--- src/rtl/alu_pkg.sv ---
package alu_pkg;

   localparam int OP_W = 4;

   typedef enum logic [OP_W-1:0] {
      OP_ADD      = 4'd0,
      OP_ADD_I16  = 4'd1,
      OP_ADD_I8   = 4'd2,
      OP_ADDV     = 4'd3,
      OP_ADDV_I16 = 4'd4,
      OP_ADDC     = 4'd5,
      OP_AND_I16  = 4'd6,
      OP_SLT      = 4'd7,
      OP_SLT_I    = 4'd8,
      OP_SLTU     = 4'd9,
      OP_SLTU_I   = 4'd10,
      OP_BTST     = 4'd11,
      OP_CLRST    = 4'd12
   } alu_op_e;

endpackage

--- src/rtl/alu_adder.sv ---
module alu_adder #(
   parameter int W      = 32,
   parameter bit RIPPLE = 1'b0
) (
   input  logic [W-1:0] a,
   input  logic [W-1:0] b,
   input  logic         cin,
   output logic [W-1:0] sum,
   output logic         cout,
   output logic         ovf
);

   generate
      if (RIPPLE) begin : g_ripple
         logic [W:0] carry;
         assign carry[0] = cin;
         for (genvar i = 0; i < W; i++) begin : g_bit
            assign sum[i]     = a[i] ^ b[i] ^ carry[i];
            assign carry[i+1] = (a[i] & b[i]) | (carry[i] & (a[i] ^ b[i]));
         end
         assign cout = carry[W];
         assign ovf  = carry[W] ^ carry[W-1];
      end else begin : g_behav
         logic [W:0] wide;
         assign wide = {1'b0, a} + {1'b0, b} + {{W{1'b0}}, cin};
         assign sum  = wide[W-1:0];
         assign cout = wide[W];
         assign ovf  = (a[W-1] == b[W-1]) && (wide[W-1] != a[W-1]);
      end
   endgenerate

endmodule

--- src/rtl/alu_compare.sv ---
module alu_compare #(
   parameter int W = 32
) (
   input  logic [W-1:0] a,
   input  logic [W-1:0] b,
   input  logic         is_signed,
   output logic         lt
);

   logic lt_s;
   logic lt_u;

   assign lt_s = $signed(a) < $signed(b);
   assign lt_u = a < b;
   assign lt   = is_signed ? lt_s : lt_u;

endmodule

--- src/rtl/alu_bitops.sv ---
module alu_bitops #(
   parameter int W        = 32,
   parameter int BYTE_W   = 8,
   parameter int COND_POS = 0,
   localparam int BPOS_W  = $clog2(BYTE_W)
) (
   input  logic [W-1:0]      a,
   input  logic [W-1:0]      zimm,
   input  logic [BYTE_W-1:0] mask,
   input  logic [BPOS_W-1:0] bitpos,
   output logic [W-1:0]      and_res,
   output logic [W-1:0]      clr_res,
   output logic              clr_cond,
   output logic              test_bit
);

   logic [BYTE_W-1:0] low_byte;
   logic [BPOS_W-1:0] rev_pos;

   assign and_res  = a & zimm;
   assign low_byte = a[BYTE_W-1:0] & ~mask;
   assign clr_res  = {a[W-1:BYTE_W], low_byte};
   assign clr_cond = low_byte[COND_POS];
   assign rev_pos  = BPOS_W'(BYTE_W - 1) - bitpos;
   assign test_bit = a[rev_pos];

endmodule

--- src/rtl/alu_exec.sv ---
module alu_exec
   import alu_pkg::*;
#(
   parameter int DATA_W   = 32,
   parameter int IMM_W    = 16,
   parameter int SIMM_W   = 8,
   parameter int BYTE_W   = 8,
   parameter int COND_POS = 0,
   parameter bit RIPPLE   = 1'b0
) (
   input  logic              clk,
   input  logic              rst_n,
   input  logic              in_valid,
   input  logic [OP_W-1:0]   op,
   input  logic [DATA_W-1:0] src_a,
   input  logic [DATA_W-1:0] src_b,
   input  logic [IMM_W-1:0]  imm,
   input  logic              cond_in,
   output logic              out_valid,
   output logic [DATA_W-1:0] result,
   output logic              wr_en,
   output logic              cond_out
);

   localparam int BPOS_W = $clog2(BYTE_W);

   generate
      if (DATA_W <= IMM_W) begin : g_bad_data_w
         $error("DATA_W must exceed IMM_W");
      end
      if (SIMM_W > IMM_W || SIMM_W > BYTE_W) begin : g_bad_simm_w
         $error("SIMM_W must fit inside IMM_W and BYTE_W");
      end
      if ((1 << BPOS_W) != BYTE_W || BYTE_W > IMM_W) begin : g_bad_byte_w
         $error("BYTE_W must be a power of two not above IMM_W");
      end
      if (COND_POS >= BYTE_W) begin : g_bad_cond_pos
         $error("COND_POS must lie in the low byte");
      end
   endgenerate

   // immediate forms
   logic [DATA_W-1:0] imm_sx16;
   logic [DATA_W-1:0] imm_sx8;
   logic [DATA_W-1:0] imm_zx16;

   assign imm_sx16 = {{(DATA_W-IMM_W){imm[IMM_W-1]}}, imm};
   assign imm_sx8  = {{(DATA_W-SIMM_W){imm[SIMM_W-1]}}, imm[SIMM_W-1:0]};
   assign imm_zx16 = {{(DATA_W-IMM_W){1'b0}}, imm};

   // adder operand selection
   logic [DATA_W-1:0] add_b;
   logic              add_cin;
   logic [DATA_W-1:0] add_sum;
   logic              add_cout;
   logic              add_ovf;

   always_comb begin
      case (op)
         OP_ADD_I16, OP_ADDV_I16: add_b = imm_sx16;
         OP_ADD_I8:               add_b = imm_sx8;
         default:                 add_b = src_b;
      endcase
      add_cin = (op == OP_ADDC) ? cond_in : 1'b0;
   end

   alu_adder #(
      .W      (DATA_W),
      .RIPPLE (RIPPLE)
   ) u_adder (
      .a    (src_a),
      .b    (add_b),
      .cin  (add_cin),
      .sum  (add_sum),
      .cout (add_cout),
      .ovf  (add_ovf)
   );

   // compare unit
   logic [DATA_W-1:0] cmp_b;
   logic              cmp_signed;
   logic              cmp_lt;

   assign cmp_b      = (op == OP_SLT_I || op == OP_SLTU_I) ? imm_sx16 : src_b;
   assign cmp_signed = (op == OP_SLT || op == OP_SLT_I);

   alu_compare #(
      .W (DATA_W)
   ) u_cmp (
      .a         (src_a),
      .b         (cmp_b),
      .is_signed (cmp_signed),
      .lt        (cmp_lt)
   );

   // logic and bit unit
   logic [DATA_W-1:0] and_res;
   logic [DATA_W-1:0] clr_res;
   logic              clr_cond;
   logic              test_bit;

   alu_bitops #(
      .W        (DATA_W),
      .BYTE_W   (BYTE_W),
      .COND_POS (COND_POS)
   ) u_bits (
      .a        (src_a),
      .zimm     (imm_zx16),
      .mask     (imm[BYTE_W-1:0]),
      .bitpos   (imm[BPOS_W-1:0]),
      .and_res  (and_res),
      .clr_res  (clr_res),
      .clr_cond (clr_cond),
      .test_bit (test_bit)
   );

   // result and condition selection
   logic [DATA_W-1:0] nxt_res;
   logic              nxt_we;
   logic              nxt_cond;

   always_comb begin
      nxt_res  = '0;
      nxt_we   = 1'b0;
      nxt_cond = cond_in;
      case (op)
         OP_ADD, OP_ADD_I16, OP_ADD_I8: begin
            nxt_res = add_sum;
            nxt_we  = 1'b1;
         end
         OP_ADDV, OP_ADDV_I16: begin
            nxt_res  = add_sum;
            nxt_we   = 1'b1;
            nxt_cond = add_ovf;
         end
         OP_ADDC: begin
            nxt_res  = add_sum;
            nxt_we   = 1'b1;
            nxt_cond = add_cout;
         end
         OP_AND_I16: begin
            nxt_res = and_res;
            nxt_we  = 1'b1;
         end
         OP_SLT, OP_SLT_I, OP_SLTU, OP_SLTU_I: begin
            nxt_cond = cmp_lt;
         end
         OP_BTST: begin
            nxt_cond = test_bit;
         end
         OP_CLRST: begin
            nxt_res  = clr_res;
            nxt_we   = 1'b1;
            nxt_cond = clr_cond;
         end
         default: begin
            nxt_res  = '0;
            nxt_we   = 1'b0;
            nxt_cond = cond_in;
         end
      endcase
   end

   // output stage
   always_ff @(posedge clk) begin
      if (!rst_n) begin
         out_valid <= 1'b0;
         result    <= '0;
         wr_en     <= 1'b0;
         cond_out  <= 1'b0;
      end else begin
         out_valid <= in_valid;
         if (in_valid) begin
            result   <= nxt_res;
            wr_en    <= nxt_we;
            cond_out <= nxt_cond;
         end else begin
            wr_en    <= 1'b0;
            cond_out <= cond_in;
         end
      end
   end

endmodule

--- config.mk ---
export PLATFORM = sky130hd
export DESIGN_NAME = alu_exec
export DESIGN_NICKNAME = d
export VERILOG_FILES = /design/src/rtl/alu_pkg.sv /design/src/rtl/alu_adder.sv /design/src/rtl/alu_compare.sv /design/src/rtl/alu_bitops.sv /design/src/rtl/alu_exec.sv
export SDC_FILE = /design/constraint.sdc
export NUM_CORES = 1
export LEC_CHECK = 0
export BUFFER_PORTS_ARGS = -buffer_cell sky130_fd_sc_hd__buf_2
export CAP_MARGIN = 20
export CORE_MARGIN = 8
export CORE_UTILIZATION = 31
export CTS_CLUSTER_DIAMETER = 60
export DETAILED_ROUTE_END_ITERATION = 10
export MAX_ROUTING_LAYER = met4
export PLACE_DENSITY = 0.53
export REMOVE_ABC_BUFFERS = 1
export SYNTH_ARGS = -nofsm -noshare
export SYNTH_HDL_FRONTEND = slang
export SYNTH_HIERARCHICAL = 1
export SYNTH_SLANG_ARGS = --single-unit
--- constraint.sdc ---
create_clock -name clk -period 5.7 [get_ports clk]
set_input_delay 1.14 -clock clk [delete_from_list [all_inputs] [get_ports clk]]
set_output_delay 1.14 -clock clk [all_outputs]
set_load 0.02 [all_outputs]
# --- Yosys cells after proc, flatten, opt, wreduce, memory -nomap -nowiden ---
# Index checks and enable logic that the tools add are counted.
totals:
  inputBits: 88
  regBits: 35
  out_inout_bits: 35
classes:
  magnitude_cmp: 3
  add_sub_neg: 3
  n_reduce_logical: 10
  n_eq_ne: 14
  n_bitwise: 3
  muxes: 10
op_table:
  columns: ["op", "count"]
  rows:
  - ["one-hot mux 32 bit (3 select lines)", 1]
  - ["< comparator 32 bit", 2]
  - ["one-hot mux 32 bit (2 select lines)", 1]
  - ["adder 32 x 32 -> 33 bit", 1]
  - ["adder 33 x 1 -> 33 bit", 1]
  - ["bitwise AND 32 x 16 -> 32 bit", 1]
  - ["two-way mux 32 bit", 1]
  - ["equality test 4 bit, second input constant", 5]
  - ["equality test 4 x 3 -> 1 bit, second input constant", 4]
  - ["bitwise AND 8 bit", 1]
  - ["equality test 4 x 2 -> 1 bit, second input constant", 2]
  - ["inverter 8 bit", 1]
  - ["OR reduction 8 bit", 1]
  - ["< comparator 3 x 6 -> 1 bit, second input constant", 1]
  - ["OR reduction 6 bit", 1]
  - ["two-way mux 1 bit", 5]
  - ["one-hot mux 1 bit (5 select lines)", 1]
  - ["equality test 4 x 1 -> 1 bit, second input constant", 1]
  - ["zero test 4 bit", 1]
  - ["OR reduction 2 bit", 2]
  - ["OR reduction 4 bit", 1]
  - ["binary-select mux 1 bit (select 3 bit)", 1]
  - ["subtractor 3 bit, first input constant", 1]
  - ["logical OR 1 bit", 2]
  - ["4 further kinds", 4]

# --- Depth between registers and ports, before layout ---
# Gate-level depths: netlist of the first run.
logic_depth:
  word_depth: 9
  depth_mapped: 19

# --- Hierarchy ---
# Netlist of the first run, hierarchy kept.
modules_own_cells:
  columns: ["module", "cells_each", "area_per_inst_um2", "n_inst"]
  rows:
  - ["alu_exec", 342, 2847.7, 1]
  - ["alu_adder", 228, 1686.6, 1]
  - ["alu_compare", 110, 780.7, 1]
  - ["alu_bitops", 68, 501.7, 1]

# --- Least setup slack after synthesis of the first run ---
# No wires, ideal clock.
synth_path:
  path_type: "input -> register"
  start: "input port op[0]"
  end: "register result[20]"
  t_arrival_ns: 4.719
  setup_time_ns: 0.117
  setup_slack_ns: 0.865
  t_required_ns: 5.583
  stages: 18
  cell_sequence: "nand2b_1 -> buf_6 -> a21oi_4 -> o21bai_4 -> buf_6 -> mux2_1 -> fa_1 -> fa_1 -> a21o_1 -> a221oi_1 -> nor3_1 -> nor2_1 -> o2111a_1 -> o21ai_0 -> xor2_1 -> a21oi_1 -> o21ai_1 -> a22o_1"
synth_between:
  elab_chain_len: 6
  elab_cells_between_ends: 15
  classes_between: "add/sub (2); eq/ne (7); mux (3); reduce/logical (3)"
synth_rtl:
  columns: ["element", "line", "text"]
  rows:
  - ["start: declaration", "alu_exec.sv:14", "input logic [OP_W-1:0] op,"]
  - ["equality test 4 x 3 -> 1 bit or equality test 4 x 1 -> 1 bit (tied branches)", "alu_exec.sv:59", "case (op)"]
  - ["OR reduction 2 bit", "alu_exec.sv:59", null]
  - ["one-hot mux 32 bit (2 select lines) *", "alu_exec.sv:59", null]
  - ["via add_b[0]", "alu_exec.sv:52", "logic [DATA_W-1:0] add_b;"]
  - ["adder 32 x 32 -> 33 bit *", "alu_adder.sv:25", "assign wide = {1'b0, a} + {1'b0, b} + {{W{1'b0}}, cin};"]
  - ["adder 33 x 1 -> 33 bit *", "alu_adder.sv:25", null]
  - ["via add_sum[20]", "alu_exec.sv:54", "logic [DATA_W-1:0] add_sum;"]
  - ["one-hot mux 32 bit (3 select lines) *", "alu_exec.sv:126", "case (op)"]
  - ["end signal: assignment", "alu_exec.sv:174", "result <= nxt_res;"]
  - ["end: declaration", "alu_exec.sv:20", "output logic [DATA_W-1:0] result,"]
# Mark *: on every way through the listed nets, which the timed path passes. The rest lies on a longest branch.
# A chain may end at the register's enable or synchronous reset.

# --- Final worst setup path of the first run ---
layout_path:
  start: "input port op[1]"
  end: "register result[20]"
# Same word-level chain as after synthesis.

==> results of run 1 <==
==> final timing paths <==
check             start    endpoint  slack [ps]  cells after the start
max               op[1]  result[20]         740                     17
min           result[4]   result[4]         470                      1
max reg2reg  result[14]  result[14]        5060                      1
min reg2reg   result[4]   result[4]         470                      1
==> registers in the layout, indices dropped and copies added, names as in the netlist <==
| signal | count |
|---|---|
| cond_out | 1 |
| out_valid | 1 |
| result | 32 |
| wr_en | 1 |
==> worst max-delay path, cell delays in order <==
cell and delay [ps]:
buf_2 250, inv_1 110, nor3_2 250, o21bai_4 80, mux2_1 330, fa_1 460, fa_1 420, a21o_1 210
a221oi_1 470, nor3_1 150, nor2_1 350, o2111a_1 250, o21ai_0 90, xor2_1 160, a21oi_1 130, o21ai_1 80
a22o_1 200
==> per-layer routing <==
layer | track usage | up-vias
li1 | - | 2916
met1 | 0.211 | 2638
met2 | 0.287 | 168
met3 | 0.0367 | 12
met4 | 0.0311 | 0
met5 | - | -
==> logic make-up (layout without fill, tap and decap cells) <==
family,after synthesis,in the layout,synth area share
XOR/XNOR,29,29,0.0437
AND/OR/NAND/NOR,202,202,0.201
adder cells (fa/ha/maj),64,64,0.140
multiplexers,28,28,0.0589
flip-flops,35,35,0.120
AO/OA/AOI/OAI,277,277,0.337
buffers and inverters,112,186,0.0979
other,1,16,0.000645
==> power breakdown <==
group          internal [mW]  switching, mW
clock network          0.220          0.123
logic                  0.272          0.365
registers              0.257        0.00611
total                  0.750          0.494
==> cell type report <==
type | instances | share of cell area
Clock buffer | 6 | 0.0209
Clock inverter | 2 | 0.00583
Inverter | 42 | 0.0237
Multi-Input combinational cell | 616 | 0.693
Sequential cell | 35 | 0.105
Tap cell | 234 | 0.0440
Timing Repair Buffer | 136 | 0.108
==> per-stage QoR <==
step	setup slack, ps	area (sq um)	utilization	hold slack, ps
final	742	6650	0.358	472
after global routing	367	6650	0.358	484
after CTS	736	6650	0.358	475
after detailed placement	433	6470	0.348	459
after global placement	486	6470	0.348	459
after floorplan	583	5460	-	611
==> cells in the mapped netlist, types with 3 or more instances <==
cell,number
xnor2_1,19
inv_1,42
mux2_1,19
nand4_1,12
a31oi_1,15
o22ai_1,4
o21ai_1,22
xor2_1,10
a21o_1,55
a22oi_1,7
nor2b_1,26
dfxtp_1,35
buf_2,17
nand2_1,55
a22o_1,32
nor2_1,19
o21bai_1,8
nor3_1,3
or3_1,4
o211ai_1,5
mux2_2,5
nand3_1,9
a21oi_1,64
a211o_1,3
o21ai_0,25
buf_4,26
and4b_1,21
buf_6,4
ha_1,62
and2_1,33
a211oi_1,3
a221o_1,9
nand2b_1,5
clkbuf_1,23
and3_1,4
==> flow_summary.toml, run 1 <==
[worst_setup_path]
crit_path_end_kind = "register"
required_ps = 5890
start_kind = "primary input"
crit_fanout = 11
worstSetupPathType = "primary input to register"
arrival_ps = 5150

[timing]
rsz0062_at_grt = "no"
finalMaxSlewViolations = 0
tns_ps = 0
min_period_ps = 4960
min_period_over_period = 0.870
hold_viol = 0
max_slew_margin = 0.298
setup_viol = 0
tightest_slew_ps = 1050
fmax_mhz = 202
skew_ps = 0

[final_layout]
final_nets = 988
diodes = 0
final_common_cell = "buf_2"
register_area_sq_um = 701
layout-drive-gt1-share = 0.195
n_fill_cell = 2013
layoutNonFillerInstCount = 1071
multi_input_area_sq_mm = 0.00461
areaGrowthSynthToFinish_pct = 14.3
final_cell_mix = "buf_2 (122), a21oi_1 (64), ha_1 (62)"

[synth]
synth_top_area_frac = 0.133
synth-main-ff-cell = "dfxtp_1"
seq_area_frac_synth = 0.120
synth-seq-cells = 35
synth_edf_count = 0
syn_inst = 748
synth_top_cell_by_area = "ha_1"
syn_area_sq_mm = 0.00582
synth_async_sr_flop_share = 0
avgSynthCellArea_sq_um = 7.78
yosys_warnings = 6
synth_cell_types = 69
synth.area.top_cells = "ha_1 (13%), dfxtp_1 (12%), a21o_1 (7.1%)"

[drt]
final_antenna_net_count = 0
viasPerCell = 5.35
met3_length_mm = 1.12
wl_met2_mm = 9.18
wl_met1_mm = 9.18
drtPass1Iterations = 5
drt_iter0_markers = 352
vias = 5734
drt_wl_total_mm = 19.7
top_layer_used = "met4"
wl_per_cell_um = 18.4
drc_errors = 0

[run_status]
status = "completed"

[power]
p_leak_nw = 3.31
power.density_mw_per_mm2 = 187
peakVddDrop_uv = 97.7
p_total_mw = 1.24

[clocking]
clk_latency_ps = 290
cts.sinks = 35
ctsResizeCount = 0
cts_made_buffers = 5
root_buffer = "clkbuf_16"
clkTransAtPathRegs_ps = 60
cts_tree = "yes"
postCtsHoldBufs = 0
htree_levels = 2
clk_path_buf_depth = 2
cts_setup_buffers = 0

[global_route]
first_global_vias = 5863
antenna_found_initial = 0
grt_pass1_wl_mm = 31.8
grt_use_total = 0.172
grt_overflow = 0
grt_max_degree = 35

[die]
num_io_pins = 123
die_h_um = 153
fp.dieW_um = 153
die_area_sq_mm = 0.0234
start_util = 0.313
placementRows = 50
core_sq_mm = 0.0186

[flow_run]
maxCapViolations = 0

[placement]
dpl.hpwl_mm = 15.6
dp_cells = 1063
gp_congestion = 0.895
port_buffers = 122

[worst_hold_path]
hp-class = "register to register"
Note: power is estimated with default switching activity, not from simulation.
==> run 2, diff against run 1 <==
CELL_PAD_IN_SITES_DETAIL_PLACEMENT = 1   (was not set)
CELL_PAD_IN_SITES_GLOBAL_PLACEMENT = 1   (was not set)
CORE_MARGIN = 2   (was 8)
PLACE_DENSITY = 0.68   (was 0.53)
==> flow_summary.toml, run 2 (same netlist as run 1, synthesis figures left out) <==
[worst_setup_path]
crit_path_frequent_cell = "fa_1"
start_kind = "primary input"
required_ps = 5900
arrival_ps = 5180
crit_slowest_cell = "a221oi_1"
path_cells = "buf_2, nand2b_1, a21oi_4, o21bai_4, mux2_1, fa_1, fa_1, a21o_1, a221oi_1, nor3_1, nor2_1, o2111a_1, o21ai_0, xor2_1, a21oi_1, o21ai_1, a22o_1"
worstSetupPathType = "primary input to register"
crit_fanout = 5
crit_path_end_kind = "register"
cp_slowest_stage_delay_ps = 490

[power]
p_sw_mw = 0.520
pwr-share-comb = 0.500
p_total_mw = 1.30
p_clk_frac = 0.298
power_frac_seq = 0.202
swShare = 0.399
p_leak_nw = 3.33
power.density_mw_per_mm2 = 194
peakVddDrop_uv = 138
internal_power_mw = 0.784

[worst_hold_path]
hp-class = "register to register"

[global_route]
grt_pass1_wl_mm = 33.6
use_met1 = 0.276
top_usage_layer = "met2"
grt_overflow = 0
antenna_found_initial = 1
grtUsageMet2 = 0.371
grt_max_degree = 40
first_global_vias = 6210
grt_use_total = 0.217
grt_use_met3 = 0.0316

[drt]
drt_iter0_markers = 274
final_antenna_net_count = 0
vias = 5875
drc_errors = 0
drt_wl_total_mm = 20.4
wl_per_cell_um = 19.0
drtPass1Iterations = 4
viasPerCell = 5.48

[final_layout]
final_common_cell = "buf_2"
n_fill_cell = 2298
final_nets = 988
areaGrowthSynthToFinish_pct = 15.2
register_area_sq_um = 701
final_cell_mix = "buf_2 (122), a21oi_1 (64), ha_1 (62)"
layout-drive-gt1-share = 0.195
largest_reg_flops = 32
multi_input_area_sq_mm = 0.00461
regMostFlops = "result"

[clocking]
clk_latency_ps = 300
cts_tree = "yes"
clkTransAtPathRegs_ps = 60
cts.sinks = 35
ctsResizeCount = 0
clk_path_buf_depth = 2
cts_made_buffers = 5
htree_levels = 2
root_buffer = "clkbuf_16"
postCtsHoldBufs = 0
cts_setup_buffers = 0

[timing]
hold_viol = 0
skew_ps = 0
setup_viol = 0
min_period_over_period = 0.874
min_period_ps = 4980
tightest_slew_ps = 1090
fmax_mhz = 201
rsz0062_at_grt = "no"
finalMaxSlewViolations = 0
tns_ps = 0
max_slew_margin = 0.270

[placement]
dpl.hpwl_mm = 15.7
port_buffers = 122
gp_congestion = 0.863

[die]
core_sq_mm = 0.0186
fp.dieW_um = 141
die_h_um = 141
die_area_sq_mm = 0.0199
num_io_pins = 123
placementRows = 50
start_util = 0.313

[run_status]
status = "completed"

[flow_run]
maxCapViolations = 0
-- run 2: through the flow --
| step | hold slack (ps) | instance area [sq um] | setup slack (ps) | util | std cells |
|---|---|---|---|---|---|
| detailed placement | 460 | 6480 | 405 | 0.349 | 1062 |
| finish | 472 | 6700 | 721 | 0.361 | 1072 |
| CTS | 478 | 6670 | 703 | 0.359 | 1070 |
| global route | 493 | 6700 | 392 | 0.361 | 1072 |
| floorplan | 611 | 5460 | 583 | - | 693 |
| global placement | 457 | 6480 | 482 | 0.349 | 1062 |
-- run 2: routing by layer --
metal  wire, um  vias to the layer above
met5          0                        -
met4        217                        0
met3        729                       16
met2       9840                      116
met1       9600                     2835
li1           -                     2908
-- run 2: cell type report --
type                    count  share of cell area
repair buffers            136               0.112
clock buffers               5              0.0187
clock inverters             3              0.0101
inverters                  42              0.0235
diodes                      1            0.000373
well taps                 234              0.0437
multi-input cells         616               0.687
flip-flops and latches     35               0.105
-- run 2: power by group through the flow --
stage / combinational (mW) / clock [mW] / sequential, mW
2_1_floorplan: 0.422 / 0 / 0.283
3_3_place_gp: 0.636 / 0 / 0.269
3_5_place_dp: 0.644 / 0 / 0.269
4_1_cts: 0.649 / 0.399 / 0.264
5_1_grt: 0.726 / 0.405 / 0.265
6_report: 0.651 / 0.389 / 0.263
-- run 2: worst paths after layout --
path | from | endpoint | cells past startpoint | slack (ps)
worst max-delay path | op[2] | result[20] | 17 | 720
worst min-delay path | result[31] | result[31] | 1 | 470
worst max register to register | result[26] | result[26] | 1 | 5040
worst min register to register | result[31] | result[31] | 1 | 470
-- run 2: critical path, delay by kind of cell --
family	cells	cell delay, ps
compound gates	9	1760
fa+ha+maj	2	870
xor+xnor	1	160
buf+inv	1	150
mux	1	330
simple gates	3	770
